[src/rtl/sadd_pkg.sv]
// Package: shared controller state encoding and datapath control bundle
// for the bit-serial adder. Assumes state codes are fixed at 0..5.
package sadd_pkg;

    typedef enum logic [2:0] {
        ST_IDLE  = 3'd0,
        ST_LDA   = 3'd1,
        ST_LDB   = 3'd2,
        ST_SUM   = 3'd3,
        ST_ROT   = 3'd4,
        ST_FIN   = 3'd5
    } sadd_state_t;

    typedef struct packed {
        logic ld_a;      // capture first operand, clear carry, zero counter
        logic ld_b;      // capture second operand
        logic sum_step;  // write sum bit into A[0], carry-out into carry
        logic rot_step;  // rotate both operands right, advance counter
        logic done;      // result valid
    } sadd_ctl_t;

endpackage

[src/rtl/sadd_counter.sv]
// Module: modulo-2^CNT_W iteration counter with clear, increment and a
// last-iteration flag. Assumes WIDTH is a power of two of at least 2.
module sadd_counter #(
    parameter int WIDTH = 8,
    localparam int CNT_W = $clog2(WIDTH)
) (
    input  logic clk,
    input  logic rst_n,
    input  logic clear,
    input  logic inc,
    output logic is_last
);

    logic [CNT_W-1:0] cnt_q;

    // Purpose: hold the iteration index, cleared on load, bumped per iteration.
    always_ff @(posedge clk) begin
        if (!rst_n) begin
            cnt_q <= '0;
        end else if (clear) begin
            cnt_q <= '0;
        end else if (inc) begin
            cnt_q <= cnt_q + 1'b1;
        end
    end

    assign is_last = (cnt_q == CNT_W'(WIDTH - 1));

    // a clear leaves the counter at zero
    a_r2_count_cleared: assert property (@(posedge clk) disable iff (!rst_n)
        clear |=> (cnt_q == '0));

    // an increment advances the counter by exactly one
    a_r4_count_step: assert property (@(posedge clk) disable iff (!rst_n)
        (inc && !clear) |=> (cnt_q == CNT_W'($past(cnt_q) + 1'b1)));

endmodule

[src/rtl/sadd_datapath.sv]
// Module: operand registers, one-bit full adder and carry flip-flop.
// Assumes the controller asserts at most one of its controls per cycle.
module sadd_datapath #(
    parameter int WIDTH = 8
) (
    input  logic             clk,
    input  logic             rst_n,
    input  logic [WIDTH-1:0] in_bus,
    input  sadd_pkg::sadd_ctl_t ctl,
    output logic [WIDTH-1:0] acc_out
);

    logic [WIDTH-1:0] acc_q;
    logic [WIDTH-1:0] opb_q;
    logic             carry_q;
    logic             sum_bit;
    logic             carry_nxt;

    // Purpose: one-bit full adder on the two low bits and the carry.
    always_comb begin
        sum_bit   = acc_q[0] ^ opb_q[0] ^ carry_q;
        carry_nxt = (acc_q[0] & opb_q[0]) | (carry_q & (acc_q[0] ^ opb_q[0]));
    end

    // Purpose: first operand / accumulator register.
    always_ff @(posedge clk) begin
        if (!rst_n) begin
            acc_q <= '0;
        end else if (ctl.ld_a) begin
            acc_q <= in_bus;
        end else if (ctl.sum_step) begin
            acc_q[0] <= sum_bit;
        end else if (ctl.rot_step) begin
            acc_q <= {acc_q[0], acc_q[WIDTH-1:1]};
        end
    end

    // Purpose: second operand register.
    always_ff @(posedge clk) begin
        if (!rst_n) begin
            opb_q <= '0;
        end else if (ctl.ld_b) begin
            opb_q <= in_bus;
        end else if (ctl.rot_step) begin
            opb_q <= {opb_q[0], opb_q[WIDTH-1:1]};
        end
    end

    // Purpose: carry flip-flop, cleared with the first load.
    always_ff @(posedge clk) begin
        if (!rst_n) begin
            carry_q <= 1'b0;
        end else if (ctl.ld_a) begin
            carry_q <= 1'b0;
        end else if (ctl.sum_step) begin
            carry_q <= carry_nxt;
        end
    end

    assign acc_out = acc_q;

    // first load captures the bus and clears the carry
    a_r2_load_first: assert property (@(posedge clk) disable iff (!rst_n)
        ctl.ld_a |=> (acc_q == $past(in_bus)) && !carry_q);

    // second load captures the bus
    a_r3_load_second: assert property (@(posedge clk) disable iff (!rst_n)
        ctl.ld_b |=> (opb_q == $past(in_bus)));

    // rotate step turns the second operand right by one
    a_r4_rotate_b: assert property (@(posedge clk) disable iff (!rst_n)
        ctl.rot_step |=> (opb_q == {$past(opb_q[0]), $past(opb_q[WIDTH-1:1])}));

    // sum step leaves the upper accumulator bits untouched
    a_r4_sum_keeps_upper: assert property (@(posedge clk) disable iff (!rst_n)
        ctl.sum_step |=> $stable(acc_q[WIDTH-1:1]));

endmodule

[src/rtl/sadd_ctrl.sv]
// Module: hardwired Moore controller sequencing load, sum and rotate
// steps. Assumes the iteration counter flag reflects the current index.
module sadd_ctrl (
    input  logic clk,
    input  logic rst_n,
    input  logic start,
    input  logic is_last,
    output sadd_pkg::sadd_ctl_t ctl
);
    import sadd_pkg::*;

    sadd_state_t state_q;
    sadd_state_t state_nxt;

    // Purpose: next-state function.
    always_comb begin
        state_nxt = state_q;
        unique case (state_q)
            ST_IDLE: if (start) state_nxt = ST_LDA;
            ST_LDA:  state_nxt = ST_LDB;
            ST_LDB:  state_nxt = ST_SUM;
            ST_SUM:  state_nxt = ST_ROT;
            ST_ROT:  state_nxt = is_last ? ST_FIN : ST_SUM;
            ST_FIN:  state_nxt = ST_IDLE;
            default: state_nxt = ST_IDLE;
        endcase
    end

    // Purpose: state register.
    always_ff @(posedge clk) begin
        if (!rst_n) begin
            state_q <= ST_IDLE;
        end else begin
            state_q <= state_nxt;
        end
    end

    // Purpose: Moore output decode, one control per state.
    always_comb begin
        ctl          = '0;
        ctl.ld_a     = (state_q == ST_LDA);
        ctl.ld_b     = (state_q == ST_LDB);
        ctl.sum_step = (state_q == ST_SUM);
        ctl.rot_step = (state_q == ST_ROT);
        ctl.done     = (state_q == ST_FIN);
    end

    // done lasts one cycle and is followed by idle
    a_r7_done_pulse: assert property (@(posedge clk) disable iff (!rst_n)
        ctl.done |=> (!ctl.done && state_q == ST_IDLE));

    // start outside idle never reopens the load sequence
    a_r8_busy_start: assert property (@(posedge clk) disable iff (!rst_n)
        (state_q != ST_IDLE && start) |=> (state_q != ST_LDA));

    // last rotate leads to finish
    a_r5_loop_exit: assert property (@(posedge clk) disable iff (!rst_n)
        (state_q == ST_ROT && is_last) |=> ctl.done);

    // first load is always followed by second load
    a_r3_load_order: assert property (@(posedge clk) disable iff (!rst_n)
        ctl.ld_a |=> ctl.ld_b);

endmodule

[src/rtl/bitserial_adder.sv]
// Module: top of the bit-serial adder. Operands arrive on one bus in the
// two cycles after start; the sum is valid while done is high.
// Assumes WIDTH is a power of two of at least 2.
module bitserial_adder #(
    parameter int WIDTH = 8
) (
    input  logic             clk,
    input  logic             rst_n,
    input  logic             start,
    input  logic [WIDTH-1:0] in_bus,
    output logic [WIDTH-1:0] out_bus,
    output logic             done
);
    import sadd_pkg::*;

    sadd_ctl_t ctl;
    logic      is_last;

    sadd_ctrl u_ctrl (
        .clk     (clk),
        .rst_n   (rst_n),
        .start   (start),
        .is_last (is_last),
        .ctl     (ctl)
    );

    sadd_counter #(.WIDTH(WIDTH)) u_cnt (
        .clk     (clk),
        .rst_n   (rst_n),
        .clear   (ctl.ld_a),
        .inc     (ctl.rot_step),
        .is_last (is_last)
    );

    sadd_datapath #(.WIDTH(WIDTH)) u_dp (
        .clk     (clk),
        .rst_n   (rst_n),
        .in_bus  (in_bus),
        .ctl     (ctl),
        .acc_out (out_bus)
    );

    assign done = ctl.done;

    // reset leaves done low and the output cleared
    a_r1_reset_state: assert property (@(posedge clk)
        !rst_n |=> (!done && out_bus == '0));

endmodule

[config.mk]
export PLATFORM = sky130hd
export DESIGN_NAME = bitserial_adder
export DESIGN_NICKNAME = d
export VERILOG_FILES = /design/src/rtl/sadd_pkg.sv /design/src/rtl/sadd_counter.sv /design/src/rtl/sadd_datapath.sv /design/src/rtl/sadd_ctrl.sv /design/src/rtl/bitserial_adder.sv
export SDC_FILE = /design/constraint.sdc
export NUM_CORES = 1
export LEC_CHECK = 0
export BUFFER_PORTS_ARGS = -buffer_cell sky130_fd_sc_hd__buf_2
export CELL_PAD_IN_SITES_DETAIL_PLACEMENT = 0
export CELL_PAD_IN_SITES_GLOBAL_PLACEMENT = 2
export CORE_UTILIZATION = 34
export CTS_CLUSTER_SIZE = 12
export DETAILED_ROUTE_END_ITERATION = 8
export PLACE_DENSITY_LB_ADDON = 0.12
export REMOVE_ABC_BUFFERS = 1
export SKIP_CTS_REPAIR_TIMING = 1
export SLEW_MARGIN = 25
export SYNTH_ARGS = -nofsm -noshare
export SYNTH_HDL_FRONTEND = slang
export SYNTH_SLANG_ARGS = --single-unit
export TNS_END_PERCENT = 30
[constraint.sdc]
create_clock -name clk -period 2.7 [get_ports clk]
set_input_delay 0.135 -clock clk [delete_from_list [all_inputs] [get_ports clk]]
set_output_delay 0.135 -clock clk [all_outputs]
set_load 0.02 [all_outputs]
# Word level (Yosys, flattened, before mapping)
# Cells that the tools add are included.
# word_totals
wordCells	36
output_inout_bits	9
reg_bits	23
input_bits	11
# op_classes
n_addsub	1
eq_ne	8
bitwise_logic	6
mux	9
n_reduce_logical	6
# op_table
operator	n
8-bit 2-to-1 mux	4
3-bit case mux with 5 select lines	1
3-bit equality test, second input constant	3
7-bit 2-to-1 mux	1
3-bit by 2-bit equality test with 1-bit output, second input constant	2
3-bit 2-to-1 mux	2
2-bit nonzero test	2
3-bit by 1-bit adder with 3-bit output, second input constant	1
3-bit by 1-bit equality test with 1-bit output, second input constant	1
3-bit logical NOT	1
3-bit nonzero test	1
1-bit bitwise AND	2
2-bit by 1-bit inequality test with 1-bit output, second input constant	1
2-bit inequality test, second input constant	1
2-bit AND reduction	1
2-bit OR reduction	1
1-bit XOR	2
1-bit 2-to-1 mux	1
1-bit NOT	1
1-bit OR	1

# Longest topological paths before layout
# depth
ltp_word	4
depth_mapped	6
ltp_nobuf	4

# Hierarchy
# Synthesis repeated with hierarchy kept, for this count alone.
# hier_totals
cells_unflattened	109
area_unflattened_um2	1088.5
# modules_own_cells
mod	cells_per_inst	instances	area_per_inst_um2
sadd_datapath	79	1	780.7
sadd_ctrl	18	1	176.4
sadd_counter	12	1	131.4

# Worst setup path before layout
# No wires, ideal clock.
# synth_path
kind	reg2reg
from	register u_dp.acc_q[0], in the netlist u_dp.acc_out[0]
to	register u_dp.acc_q[0], in the netlist u_dp.acc_out[0]
setup_time_ns	0.123
path_slack_ns	1.199
t_arrival_ns	1.379
n_path_buf	0
path_stages_with_launch	5
required_time_ns	2.577
path_cell_list	dfxtp_1 fa_1 mux2_2 a22oi_1 a21oi_1
# synth_via
elab_chain_len	4
# synth_rtl
item	line	rtl
start, declared	sadd_datapath.sv:13	logic [WIDTH-1:0] acc_q;
start signal, assigned	sadd_datapath.sv:30	acc_q <= in_bus;
start signal, assigned	sadd_datapath.sv:32	acc_q[0] <= sum_bit;
start signal, assigned	sadd_datapath.sv:34	acc_q <= {acc_q[0], acc_q[WIDTH-1:1]};
1-bit XOR (2 in series)	sadd_datapath.sv:21	sum_bit = acc_q[0] ^ opb_q[0] ^ carry_q;
1-bit 2-to-1 mux	sadd_datapath.sv:31	end else if (ctl.sum_step) begin
8-bit 2-to-1 mux	sadd_datapath.sv:29	end else if (ctl.ld_a) begin
# Every way passes these cells.
# A chain may end at the register's enable or synchronous reset.

# Worst setup path after layout
# layout_path
from	register u_ctrl.state_q[2]
to	register u_ctrl.state_q[1]
# layout_via
elab_chain_len	2
# layout_rtl
item	line	rtl
start, declared	sadd_ctrl.sv:12	sadd_state_t state_q;
start signal, assigned	sadd_ctrl.sv:34	state_q <= state_nxt;
3-bit equality test, or another cell as far along	sadd_ctrl.sv:18	unique case (state_q)
3-bit case mux with 5 select lines or 2-bit inequality test (tied branches)	--	
# Parallel ways exist; a longest one is shown, timed or not.

==> results by group <==
STA
  • Final period utilization: 60.7%
  • Max Freq: 611 MHz
  • Unrepaired setup endpoints after global routing: no
  • Crit path time final: ~1.6 ns
  • Worst relative slew slack: a little over half
  • Setup TNS: 0 ns
  • Setup violators final: 0
  • Endpoints failing hold: 0
  • Tightest Pin Transition: 0.714 ns
  • Slew Limit Fails: 0
  • Post-Route Skew: 0.0246 ns

Clocking
  • Clk buf depth: 2
  • CTS Buf Count: 3
  • TritonCTS Sinks: 23
  • H-tree Lvls: 1
  • TritonCTS clock tree: built
  • Clock transition at the registers of the reported paths: about 0.11 ns
  • Root Buffer: clkbuf_4
  • Worst skew pair latency: 0.32 ns

Layout
  • ANT cells: 0
  • Nets: 156
  • Storage element area: between 400 and 500 sq um
  • Area growth syn-to-layout: 9.61%
  • Layout cells sized above 1: 19.9%
  • Final core utilization: 39.1%
  • Multi-input logic area: 533 sq um
  • Fillers: 315

Synth
  • Post-Synthesis Cells: 128
  • Ys async rst share: 0%
  • Register bit total from synthesis: 23
  • Most frequent cell after synthesis: nand2_1
  • Top-area cell type share of the netlist area: 42.6%
  • Synth warnings: 0
  • Seq/Total Area, Yosys: 42.6%
  • Synth cell types: 28
  • Yosys top cell by area: dfxtp_1
  • Post-Syn Area per Cell: 8.45 sq um
  • Synth top area cells: dfxtp_1 43%, nand2_1 11%, a31oi_1 7.5%, buf_6 5.2%, o21ai_0 5.1%
  • Mapped Area: 0.00108 sq mm
  • Most used flip-flop cell after synthesis: dfxtp_1
  • Synth cell count leaders: 33 x nand2_1, 23 x dfxtp_1, 13 x a31oi_1
  • Post-synth EDFFs: 0

Critical path
  • Nature of the critical path startpoint: flop
  • CP required: 2.95 ns
  • Reg2reg end: u_ctrl.state_q[1]$_SDFFE_PN0P_
  • CP arrival: 1.88 ns
  • Reg2reg setup slack: about 1.1 ns
  • Cell Chain, Critical Path: or3b_1, o22a_1, nor2_1
  • Crit Reg-Reg Startpoint: u_ctrl.state_q[2]$_SDFFE_PN0P_
  • Largest fanout on the critical path: 19
  • Critical path class: reg2reg
  • Slowest Stage Delay on Critical Path: 0.70 ns
  • Slowest-stage cell, CP: or3b_1
  • R2R depth: 3
  • Element type at the critical path end: flop

Power
  • Sw Share: 30.6%
  • Clock share of power: a little under a quarter
  • Reg power frac: 58.2%
  • Peak supply drop: 0.000260 V
  • NetSw: between 200 and 250 uW
  • Pwr Density: 583 mW/mm^2
  • Pleak: 0.457 nW
  • Final Power: 691 uW
  • Logic pwr share: 18.0%
  • Internal power: 480 uW

Flow run
  • Max_cap viols: 0

Routing
  • Drc violations: 0
  • Drt total wl: 2300 um
  • Antenna viol nets, final: 0
  • DR WL/cell: about 12 um
  • Iter 0 DRT Violations: 54
  • Via-to-Cell Ratio: a little under 5
  • 1st-pass router iterations: 5
  • Vias after detailed routing: 915

Global routing
  • GRT overflow: 0
  • Initial antenna violation count: 0
  • Total global-route track usage: 15.1%
  • Vias in the first global route: 799
  • Pin count of the biggest net entering global routing: 21
  • First-pass GRT wire length: about 3900 um

Min path
  • Worst Hold Class: in2reg
  • Hold Path Cell Cnt: 3
  • Min-Delay Endpoint: u_dp.acc_out[6]$_SDFFE_PN0P_
  • Worst Min Path Start: in_bus[6]

Floorplanning
  • Top-Level Pins: 20
  • DIE HEIGHT: 58.4 um
  • Std-Cell Rows: 20
  • Core ar.: 0.00303 sq mm
  • Die Wd: between 50 and 60 um
  • Full die area: 0.00341 sq mm
  • Starting Density: between 30% and 40%

Place
  • DP HPWL: 1510 um
  • GPL Wtd Cong: 0.760
  • Port bufs: 19

Outcome
  • Status: finished clean
[placed cells by master, fill, tap and decap left out, types with 2 or more instances in the layout]
cell	synthesis	final
a31oi_1	13	13
dfxtp_1	23	23
inv_1	2	2
nand3_1	4	4
nand2_1	33	33
a21oi_1	5	5
o21ai_0	11	11
or3b_1	3	3
buf_2	5	19
a22oi_1	2	2
ha_1	2	2
xnor2_1	2	2
o21ai_1	2	2
clkbuf_4	0	3
nor2_1	3	3
[how the worst max path moves through the flow]
stage                                    from                              to  slack [ns]  depth (start not counted)
3_3_place_gp   u_ctrl.state_q[1]$_SDFFE_PN0P_      u_dp.opb_q[7]$_SDFFE_PN0P_        1.12                          3
5_1_grt        u_ctrl.state_q[1]$_SDFFE_PN0P_      u_dp.opb_q[0]$_SDFFE_PN0P_        0.92                          3
2_1_floorplan  u_ctrl.state_q[2]$_SDFFE_PN0P_    u_dp.acc_out[0]$_SDFFE_PN0P_        0.64                          3
3_5_place_dp   u_ctrl.state_q[1]$_SDFFE_PN0P_      u_dp.opb_q[6]$_SDFFE_PN0P_        1.06                          3
6_report       u_ctrl.state_q[2]$_SDFFE_PN0P_  u_ctrl.state_q[1]$_SDFFE_PN0P_        1.06                          3
4_1_cts        u_ctrl.state_q[1]$_SDFFE_PN0P_      u_dp.opb_q[6]$_SDFFE_PN0P_        1.06                          3
[cell type report]
| class | count | area share [%] |
|---|---|---|
| Clock buffer | 4 | 2.22 |
| Inverter | 2 | 0.634 |
| Multi-Input combinational cell | 92 | 45.0 |
| Sequential cell | 23 | 38.9 |
| Tap cell | 44 | 4.65 |
| Timing Repair Buffer | 20 | 8.66 |
[worst max-delay path, delay by kind of cell (launching register included)]
| family | cells | cell delay (ns) |
|---|---|---|
| and+or+nand+nor | 2 | 0.78 |
| AOI/OAI and AO/OA | 1 | 0.32 |
| DFF | 1 | 0.48 |
[cell families after synthesis]
| family | after synthesis | synth area share, % |
|---|---|---|
| simple gates | 49 | 21.2 |
| compound gates | 37 | 20.8 |
| flops | 23 | 42.6 |
| buf+inv | 13 | 8.56 |
| fa+ha+maj | 3 | 4.17 |
| xor+xnor | 2 | 1.62 |
| mux | 1 | 1.04 |
[per-stage QoR]
| stage | setup slack [ns] | area (sq um) | cells | hold slack (ns) |
|---|---|---|---|---|
| finish | 1.06 | 1180 | 185 | 0.110 |
| global route | 0.918 | 1180 | 185 | 0.0839 |
| CTS | 1.06 | 1180 | 185 | 0.0923 |
| detailed placement | 1.06 | 1160 | 181 | 0.440 |
| global placement | 1.12 | 1160 | 181 | 0.421 |
| floorplan | 0.637 | 996 | 117 | 0.273 |
[power by group through the flow]
stage	registers (mW)	clock network [mW]	logic (mW)
floorplan	0.419	0	0.0692
global placement	0.409	0	0.125
detailed placement	0.410	0	0.126
CTS	0.402	0.172	0.126
global route	0.409	0.190	0.141
finish	0.402	0.164	0.125
[state kept, by name, summed over array words and instances (netlist names)]
signal	cells
u_dp.opb_q	8
u_cnt.cnt_q	3
u_dp.carry_q	1
u_dp.acc_out	8
u_ctrl.state_q	3
[layer usage]
metal | GRT usage, % | vias up | wire (um)
met5 | 0 | - | 0
met4 | 4.08 | 0 | 19
met3 | 4.62 | 2 | 100
met2 | 24.1 | 17 | 1090
met1 | 19.9 | 423 | 1090
li1 | - | 473 | -
Power figures use the tool's default switching activity.
